<file path="src/rtl/gpio_bank_ctrl_pkg.sv">
package gpio_bank_ctrl_pkg;

  localparam int REG_W    = 32;
  localparam int ADDR_W   = 12;
  localparam int NUM_FEAT = 6;

  // feature indices; the bank registers of each feature sit 4 bytes apart
  localparam int FT_OE   = 0;
  localparam int FT_DOUT = 1;
  localparam int FT_IEN  = 2;
  localparam int FT_POL  = 3;
  localparam int FT_TYP  = 4;
  localparam int FT_STAT = 5;

  localparam logic [ADDR_W-1:0] FEAT_BASE [NUM_FEAT] = '{
    12'h014, 12'h024, 12'h044, 12'h104, 12'h114, 12'h124
  };

endpackage

</file>
<file path="src/rtl/gpio_sync.sv">
module gpio_sync #(
  parameter int WIDTH = 1
) (
  input  logic             clk,
  input  logic             rst_n,
  input  logic [WIDTH-1:0] d,
  output logic [WIDTH-1:0] q
);

  logic [WIDTH-1:0] meta_q;
  logic [WIDTH-1:0] sync_q;

  always_ff @(posedge clk or negedge rst_n) begin
    if (!rst_n) begin
      meta_q <= '0;
      sync_q <= '0;
    end else begin
      meta_q <= d;
      sync_q <= meta_q;
    end
  end

  assign q = sync_q;

endmodule

</file>
<file path="src/rtl/gpio_bank_reg.sv">
module gpio_bank_reg #(
  parameter int NUM_PINS  = 70,
  parameter int REG_W     = 32,
  parameter int NUM_BANKS = (NUM_PINS + REG_W - 1) / REG_W
) (
  input  logic                 clk,
  input  logic                 rst_n,
  input  logic [NUM_BANKS-1:0] bank_we,
  input  logic [REG_W-1:0]     wr_data,
  output logic [NUM_PINS-1:0]  q
);

  for (genvar g = 0; g < NUM_BANKS; g++) begin : g_bank
    localparam int LO = g * REG_W;
    localparam int BW = (NUM_PINS - LO > REG_W) ? REG_W : NUM_PINS - LO;

    logic          bank_ce;
    logic [BW-1:0] slice_q;
    logic [BW-1:0] slice_nxt;

    assign bank_ce = bank_we[g];

    always_comb begin
      slice_nxt = slice_q;
      if (bank_ce) slice_nxt = wr_data[BW-1:0];
    end

    always_ff @(posedge clk or negedge rst_n) begin
      if (!rst_n) slice_q <= '0;
      else        slice_q <= slice_nxt;
    end

    assign q[LO +: BW] = slice_q;
  end

endmodule

</file>
<file path="src/rtl/gpio_irq_detect.sv">
module gpio_irq_detect #(
  parameter int NUM_PINS = 70
) (
  input  logic                clk,
  input  logic                rst_n,
  input  logic [NUM_PINS-1:0] lvl,
  input  logic [NUM_PINS-1:0] pol,
  input  logic [NUM_PINS-1:0] typ,
  input  logic [NUM_PINS-1:0] clr,
  output logic [NUM_PINS-1:0] status
);

  logic [NUM_PINS-1:0] prev_q;
  logic [NUM_PINS-1:0] act_now;
  logic [NUM_PINS-1:0] act_prev;
  logic [NUM_PINS-1:0] evt;
  logic [NUM_PINS-1:0] stat_q;
  logic [NUM_PINS-1:0] stat_nxt;

  // polarity folds both senses onto "active high"
  assign act_now  = lvl ^ pol;
  assign act_prev = prev_q ^ pol;

  always_comb begin
    evt      = (~typ & act_now) | (typ & act_now & ~act_prev);
    // a trigger in the same cycle as a clear wins, so no event is lost
    stat_nxt = (stat_q & ~clr) | evt;
  end

  always_ff @(posedge clk or negedge rst_n) begin
    if (!rst_n) begin
      prev_q <= '0;
      stat_q <= '0;
    end else begin
      prev_q <= lvl;
      stat_q <= stat_nxt;
    end
  end

  assign status = stat_q;

  AST_STICKY_HOLD: assert property (@(posedge clk) disable iff (!rst_n)
    ((stat_q & ~clr) != '0) |=> ((($past(stat_q) & ~$past(clr)) & ~stat_q) == '0));

  AST_CLEAR_TAKES: assert property (@(posedge clk) disable iff (!rst_n)
    ((clr & ~evt) != '0) |=> ((stat_q & $past(clr & ~evt)) == '0));

  AST_LEVEL_SETS: assert property (@(posedge clk) disable iff (!rst_n)
    ((~typ & (lvl ^ pol)) != '0) |=> (($past(~typ & (lvl ^ pol)) & ~stat_q) == '0));

  AST_NO_GHOST: assert property (@(posedge clk) disable iff (!rst_n)
    (evt == '0) |=> ((stat_q & ~$past(stat_q)) == '0));

endmodule

</file>
<file path="src/rtl/gpio_bank_ctrl.sv">
module gpio_bank_ctrl
  import gpio_bank_ctrl_pkg::*;
#(
  parameter int NUM_PINS = 70
) (
  input  logic                clk,
  input  logic                rst_n,
  input  logic                wr_en,
  input  logic                rd_en,
  input  logic [ADDR_W-1:0]   addr,
  input  logic [REG_W-1:0]    wr_data,
  output logic [REG_W-1:0]    rd_data,
  input  logic [NUM_PINS-1:0] pin_in,
  output logic [NUM_PINS-1:0] pin_oe,
  output logic [NUM_PINS-1:0] pin_out,
  output logic                irq
);

  localparam int NUM_BANKS = (NUM_PINS + REG_W - 1) / REG_W;
  localparam int PAD_W     = NUM_BANKS * REG_W;

  logic [NUM_FEAT-1:0][NUM_BANKS-1:0] addr_hit;
  logic [NUM_PINS-1:0]                feat_q [NUM_FEAT];
  logic [NUM_PINS-1:0]                pin_lvl;
  logic [NUM_PINS-1:0]                stat_clr;
  logic [NUM_FEAT-1:0][PAD_W-1:0]     rd_src;
  logic [REG_W-1:0]                   rd_nxt;
  logic [REG_W-1:0]                   rd_q;
  logic                               rd_hit;

  // address decode: one comparator per feature bank register
  for (genvar f = 0; f < NUM_FEAT; f++) begin : g_dec_f
    for (genvar b = 0; b < NUM_BANKS; b++) begin : g_dec_b
      localparam logic [ADDR_W-1:0] BANK_ADDR = FEAT_BASE[f] + ADDR_W'(4 * b);
      assign addr_hit[f][b] = (addr == BANK_ADDR);
    end
  end

  // configuration storage for every feature except status
  for (genvar f = 0; f < FT_STAT; f++) begin : g_cfg
    gpio_bank_reg #(
      .NUM_PINS (NUM_PINS),
      .REG_W    (REG_W),
      .NUM_BANKS(NUM_BANKS)
    ) u_reg (
      .clk    (clk),
      .rst_n  (rst_n),
      .bank_we(addr_hit[f] & {NUM_BANKS{wr_en}}),
      .wr_data(wr_data),
      .q      (feat_q[f])
    );
  end

  gpio_sync #(.WIDTH(NUM_PINS)) u_sync (
    .clk  (clk),
    .rst_n(rst_n),
    .d    (pin_in),
    .q    (pin_lvl)
  );

  // write-one-to-clear mask, one slice per bank
  for (genvar g = 0; g < NUM_BANKS; g++) begin : g_clr
    localparam int LO = g * REG_W;
    localparam int BW = (NUM_PINS - LO > REG_W) ? REG_W : NUM_PINS - LO;
    assign stat_clr[LO +: BW] = (wr_en && addr_hit[FT_STAT][g]) ? wr_data[BW-1:0] : '0;
  end

  gpio_irq_detect #(.NUM_PINS(NUM_PINS)) u_det (
    .clk   (clk),
    .rst_n (rst_n),
    .lvl   (pin_lvl),
    .pol   (feat_q[FT_POL]),
    .typ   (feat_q[FT_TYP]),
    .clr   (stat_clr),
    .status(feat_q[FT_STAT])
  );

  // read path: data feature returns the synchronised pin level
  always_comb begin
    for (int f = 0; f < NUM_FEAT; f++) begin
      rd_src[f] = '0;
      if (f == FT_DOUT) rd_src[f][NUM_PINS-1:0] = pin_lvl;
      else              rd_src[f][NUM_PINS-1:0] = feat_q[f];
    end
  end

  always_comb begin
    rd_nxt = '0;
    rd_hit = 1'b0;
    for (int f = 0; f < NUM_FEAT; f++) begin
      for (int b = 0; b < NUM_BANKS; b++) begin
        if (addr_hit[f][b]) begin
          rd_nxt = rd_src[f][b*REG_W +: REG_W];
          rd_hit = 1'b1;
        end
      end
    end
  end

  always_ff @(posedge clk or negedge rst_n) begin
    if (!rst_n)     rd_q <= '0;
    else if (rd_en) rd_q <= rd_nxt;
  end

  assign rd_data = rd_q;
  assign pin_oe  = feat_q[FT_OE];
  assign pin_out = feat_q[FT_DOUT];
  assign irq     = |(feat_q[FT_STAT] & feat_q[FT_IEN]);

  AST_UNMAPPED_ZERO: assert property (@(posedge clk) disable iff (!rst_n)
    (rd_en && !rd_hit) |=> (rd_data == '0));

  AST_OE_HOLD: assert property (@(posedge clk) disable iff (!rst_n)
    !(wr_en && (addr_hit[FT_OE] != '0)) |=> $stable(pin_oe));

  AST_IRQ_NEEDS_EN: assert property (@(posedge clk) disable iff (!rst_n)
    irq |-> (feat_q[FT_IEN] != '0));

  AST_RESET_QUIET: assert property (@(posedge clk)
    !rst_n |-> (!irq && pin_oe == '0 && pin_out == '0));

endmodule

</file>
<file path="config.mk">
export PLATFORM = sky130hd
export DESIGN_NAME = gpio_bank_ctrl
export DESIGN_NICKNAME = d
export VERILOG_FILES = /design/src/rtl/gpio_bank_ctrl_pkg.sv /design/src/rtl/gpio_sync.sv /design/src/rtl/gpio_bank_reg.sv /design/src/rtl/gpio_irq_detect.sv /design/src/rtl/gpio_bank_ctrl.sv
export SDC_FILE = /design/constraint.sdc
export NUM_CORES = 1
export LEC_CHECK = 0
export CELL_PAD_IN_SITES_DETAIL_PLACEMENT = 1
export CELL_PAD_IN_SITES_GLOBAL_PLACEMENT = 1
export CORE_ASPECT_RATIO = 2
export CORE_MARGIN = 4
export CORE_UTILIZATION = 35
export DETAILED_ROUTE_END_ITERATION = 8
export GPL_TIMING_DRIVEN = 0
export PLACE_DENSITY = 0.67
export SLEW_MARGIN = 10
export SYNTH_ARGS = -nofsm -noshare
export SYNTH_HDL_FRONTEND = slang
export SYNTH_SLANG_ARGS = --single-unit
</file>
<file path="constraint.sdc">
create_clock -name clk -period 1.5 [get_ports clk]
set_input_delay 0.3 -clock clk [delete_from_list [all_inputs] [get_ports clk]]
set_output_delay 0.3 -clock clk [all_outputs]
set_load 0.02 [all_outputs]
</file>
==> After elaboration in Yosys (flattened, before gate mapping) <==
Index checks and enable logic that the tools add are counted.
{ "totals": {"reg_bits": 662} }
{ "classes": {"muxes": 21, "n_eq_ne": 18, "bitwise_logic": 17, "reduce_logical": 4} }
{ "op_table": {"columns": ["cell", "count"], "rows": [
  ["two-way mux 32 bit", 20],
  ["bitwise AND 70 bit", 5],
  ["inverter 70 bit", 3],
  ["OR 70 bit", 2],
  ["bitwise XOR 70 bit", 2],
  ["== test 12 x 9 -> 1 bit, second input constant", 9],
  ["OR reduction 70 bit", 1],
  ["== test 12 x 5 -> 1 bit, second input constant", 3],
  ["== test 12 x 6 -> 1 bit, second input constant", 3],
  ["== test 12 x 7 -> 1 bit, second input constant", 3],
  ["bitwise AND 3 bit", 5],
  ["two-way mux 6 bit", 1],
  ["logical AND 1 bit", 3]
]} }

==> Logic depth before layout (Yosys ltp) <==
{ "logic_depth": {"ltp_word": 19, "depth_mapped": 10, "depth_no_buf": 7} }

==> Cells and area by module <==
From an unflattened synthesis, not the netlist that was laid out.
{ "unflattened": {"hier_cells": 2308, "hier_area_um2": 30342.9} }
{ "modules_own_cells": {"columns": ["module", "area_each_um2", "cells_per_inst", "n_inst", "seq_area_each_um2"], "rows": [
  ["gpio_bank_reg", 2912.8, 149, 5, 1751.7],
  ["gpio_bank_ctrl", 6407.4, 933, 1, 800.8],
  ["gpio_irq_detect", 5868.1, 490, 1, 3503.4],
  ["gpio_sync", 3503.4, 140, 1, 3503.4]
]} }

==> Worst setup path after synthesis <==
Ideal clock, no wire load.
{ "synth_path": {"path_kind": "in2reg", "from": "input port addr[1]", "to": "register rd_q[2], in the netlist rd_data[2]", "setup_ps": 129, "cell_stages": 9, "path_slack_ps": -574, "required_time_ps": 1371, "arrival_time_ps": 1944, "cell_sequence": "buf_2 > nor4b_2 > and3_1 > buf_2 > mux2i_1 > nor3_1 > nor3_1 > nor2_1 > o41a_1"} }
{ "synth_between": {"elab_chain_cells": 19, "word_cells_on_any_way": 36, "classes_between": "18 x eq/ne; 18 x mux"} }
{ "synth_lines": {"columns": ["item", "line_no", "rtl"], "rows": [
  ["start: declaration", "gpio_bank_ctrl.sv:10", "input logic [ADDR_W-1:0] addr,"],
  ["== test 12 x 5 -> 1 bit", "gpio_bank_ctrl.sv:35", "assign addr_hit[f][b] = (addr == BANK_ADDR);"],
  ["two-way mux 32 bit (17 in a row)", "gpio_bank_ctrl.sv:92", "if (addr_hit[f][b]) begin"],
  ["two-way mux 32 bit (*)", "gpio_bank_ctrl.sv:92", null],
  ["end signal: assignment", "gpio_bank_ctrl.sv:102", "else if (rd_en) rd_q <= rd_nxt;"],
  ["end: declaration", "gpio_bank_ctrl.sv:28", "logic [REG_W-1:0] rd_q;"]
]} }
Mark *: on every way between the ends. The rest lies on a longest branch, timed or not.
A chain may end at the register's enable or synchronous reset.

==> Worst setup path after layout <==
{ "layout_path": {"from": "register g_cfg[2].u_reg.g_bank[1].slice_q[5]", "to": "output port irq"} }
{ "layout_between": {"elab_chain_cells": 2} }
{ "layout_lines": {"columns": ["item", "line_no", "rtl"], "rows": [
  ["start: declaration", "gpio_bank_reg.sv:18", "logic [BW-1:0] slice_q;"],
  ["start signal: assignment", "gpio_bank_reg.sv:30", "else slice_q <= slice_nxt;"],
  ["bitwise AND 70 bit", "gpio_bank_ctrl.sv:108", "assign irq = |(feat_q[FT_STAT] & feat_q[FT_IEN]);"],
  ["OR reduction 70 bit", "gpio_bank_ctrl.sv:108", null],
  ["end: declaration", "gpio_bank_ctrl.sv:16", "output logic irq"]
]} }
Every way passes these cells.

==> impl_results.md <==
* Result of the run: complete, but fails checks
* Violations in the final reports: negative setup slack
* Register-to-register setup slack at -0.39 ns
* TritonCTS buffer count at between 60 and 70
* Maximum net fanout on the critical path at 4
* Area of the die at 88,300 um2
* Setup Viol. Count Final at 899
* Total internal power at 29.8 mW
* Relative area change from synthesis to final layout at 46.3%
* Wire length of the first global-routing pass at 202 mm
* Critical R2R Launch: u_sync.q[2]
* Leak at 19.1 nW
* Placement row count at 149
* Y dimension of the die at between 400 and 500 um
* Aggregate routed wire length at roughly 150 mm
* Synthesized cell area at 29,200 um2
* Number of antenna-violating nets in the routed design at 0
* Synth async-reset ratio at between 90% and 100%
* Detailed router's first-iteration violation count at 1,926
* Maximum clock rate at 326 MHz
* Largest buffer count on any clock path at 3
* Flip-flop cell with the highest count after synthesis: dfrtp_1
* CTS clk-pin slew, worst paths at 0.08 ns
* Clock Power Share at approximately 46%
* Clock tree from TritonCTS: yes
* Largest stage delay on the critical path at 0.44 ns
* Core outline area at 82,600 um2
* Per-cell via count in the routed design at 5.83
* Critical Path RT at 1.20 ns
* Effective utilization at floorplan at 35.3%
* Post-layout instance area at 42,700 um2
* Layout cell share with drive strength beyond 1 at 46.8%
* Category of cells accounting for the largest share of critical-path delay: simple AND/OR/NAND/NOR gates
* Unrepaired setup endpoints after global routing: true
* Post-Syn Instances at approximately 2,400
* Endpoint kind of the worst setup timing path: output pin
* Top-area cell type share of the netlist area at between 50% and 60%
* Die W at 212 um
* Number of search-and-repair iterations in the first detailed-routing pass at 5
* Total number of nets in the final design at between 3,000 and 4,000
* RD Place Congestion at approximately 1
* Unique cell type count in the Yosys netlist at 71
* CP Data Arrival Time at 2.77 ns
* Maxcap violations at 0
* Total number of yosys warnings at 0
* Period minus WS final at 3.07 ns
* Post-layout instance count excluding filler cells at 4,144
* Leading area contributor after synthesis: dfrtp_1
* Share of the cycle needed by the critical path after routing at 205%
* Combinational share of power at 7.8%
* Largest net degree at the start of global routing at around 110
* Power density over cell area at 933 nW/um2
* Clock H-tree levels at 3
* Port Buf Inserts at approximately 280
* Main area contributors after synthesis: dfrtp_1 57%, mux2_2 13%, buf_4 3.7%
* Count of buffering cells on the critical path with inverters included at 1
* Transition time of the tightest slew-check pin at 1.22 ns
* Clock Latency Late Sink at 0.68 ns
* Count of pins on the block boundary at between 200 and 300
* Worst reg-to-reg path cell count at 5
* Hold Path Sink: u_det.status[36]
* Root buffer selected by CTS: clkbuf_16
* Syn_area_per_cell at 12.1 um2
* Reg power frac at 46.7%
* Final clock skew at 0.0316 ns
* Initial antenna violation count at 1
* Count of state elements after synthesis at 662
* EDFF count, synth at 0
* Hold Violations, Final at 0
* WL/cell at 36.3 um
* Worst-path cell with the longest stage delay: dfrtp_1
* Overflow left after global routing at 0
* Kind of path behind the tightest hold check: in2reg
* Placed inst area at 34,400 um2
* Number of design rule violations left after detail routing at 0
* Via count of the first global-routing pass at 26,100
* Clock Sinks at 662
* Half-perimeter wire length of the detailed placement result at around 100 mm
* End of the worst register-to-register path: rd_data[2]
* Syn_nets at 2,519
* Smallest setup slack after layout at -1.57 ns
* Startpoint of the most critical hold path: wr_data[4]
* Slew HR at 18.6%
* Critical Path, Cell by Cell: a22oi_2, nand3_1, nor4_4, nand4_1, buf_6
* Number of placed instances with taps included at 3,748
* Aggregate global-route resource usage at 32.6%
* Switching power share of the total at between 20% and 30%
* Max IR drop VDD at slightly above 0.0009 V
* Number of vias in the routed layout at about 24,000
* Count of final max-slew check failures at 0
* Number of instances on the worst hold path at 3
* Sw power at 10.0 mW
* Worst Path Class, Setup: reg2out
* CP Launch Type: flip-flop
* Sequential cell area fraction in the yosys report at 56.8%
## worst max-delay path by stage
stage / startpoint / end / depth (start not counted)
after floorplan: addr[1] / rd_data[2] / 9
after global placement: rst_n / g_cfg[1].u_reg.g_bank[0].slice_q[17] / 1
after detailed placement: addr[8] / g_cfg[1].u_reg.g_bank[1].slice_q[10] / 7
after CTS: u_det.status[59] / irq / 6
after global routing: u_det.status[55] / irq / 6
final: g_cfg[2].u_reg.g_bank[1].slice_q[5] / irq / 5
## area by class of cell
cell class / count / area [um2]
fillers: 8254 / 39900
flip-flops and latches: 662 / 16600
multi-input cells: 1417 / 12300
repair buffers: 678 / 7660
plain buffers: 190 / 2340
clock buffers: 94 / 1940
well taps: 1057 / 1320
clock inverters: 24 / 355
inverters: 20 / 76.3
diodes: 2 / 5.00
## logic make-up after synthesis
logic type / synth area share [%]
compound gates: 13.9
flops: 56.8
xor+xnor: 3.15
buf+inv: 6.33
simple gates: 6.04
mux: 13.7
## flip-flops by register name, indices dropped and copies added, names as in the netlist
| signal | count |
|---|---|
| g_cfg.u_reg.g_bank.slice_q | 350 |
| rd_data | 32 |
| u_det.prev_q | 70 |
| u_det.status | 70 |
| u_sync.meta_q | 70 |
| u_sync.q | 70 |
## repair_timing
item                       4_1_cts  5_1_grt
pin swaps                      117       85
hold buffers                     7        1
gates cloned                    17       20
setup buffers                  283       76
setup endpoints to repair      625     1040
resized for setup             1627      188
hold endpoints to repair       243      231
## through the flow
step | power, mW | hold WS [ns] | setup TNS (ns) | util, % | setup slack, ns
6_report | 39.8 | 0.0443 | -176.83 | 51.6 | -1.57
5_1_grt | 40.9 | 0.0628 | -256.20 | 51.6 | -1.52
2_1_floorplan | 19.7 | 0.00441 | -118.62 | - | -0.479
4_1_cts | 39.8 | 0.000564 | -158.88 | 49.8 | -1.51
3_3_place_gp | 21.1 | 0.333 | - | 41.4 | -29.62
3_5_place_dp | 21.3 | 0.189 | -850.68 | 41.6 | -2.37
## power groups by stage
stage               Combinational (mW)  Clock, mW  Sequential (mW)
finish                            3.09       18.1             18.6
CTS                               2.91       18.4             18.6
floorplan                        0.890          0             18.8
detailed placement                2.44          0             18.9
global placement                  2.17          0             18.9
global route                      3.23       19.1             18.6
## layout by cell type, fill, tap and decap left out, types with 51 or more instances in the layout
cell type,instances
a22oi_1,51
nand2_1,134
a22o_1,61
clkbuf_16,92
a21o_1,53
a21oi_1,128
xnor2_1,79
buf_4,237
nor2_1,64
dfrtp_1,629
clkdlybuf4s50_1,96
buf_6,303
buf_12,99
mux2_2,326
## Yosys cell counts (4+ instances only)
library cell and count:
a211oi_1 12, a21o_1 53, a21oi_1 137, a221o_1 20, a221oi_1 30, a222oi_1 8, a22o_1 64, a22oi_1 79
a31oi_1 6, buf_1 4, buf_2 73, buf_4 145, clkbuf_1 80, dfrtp_1 662, inv_1 19, mux2_1 16
mux2_2 335, mux2i_1 5, nand2_1 172, nand2b_1 5, nand3_1 22, nand4_1 6, nor2_1 82, nor2_2 5
nor2b_1 8, nor3_1 26, o211ai_1 4, o21ai_0 62, o21ai_1 19, o221ai_1 24, o22ai_1 44, or2_2 5
xnor2_1 79, xor2_1 26
## tightest hold or removal path, stage by stage
cell and delay [ns]:
buf_2 0.18, nand2_1 0.08, a221o_1 0.12
## per-layer routing
layer	vias up	part of all wire (%)	global-route usage, %
met1	12700	34	35.1
met4	2	11	29.1
li1	9846	-	-
met3	507	5.3	4.94
met2	1154	49	54.5
met5	-	0.0093	0
No activity file was read; power rests on OpenSTA's default activity.
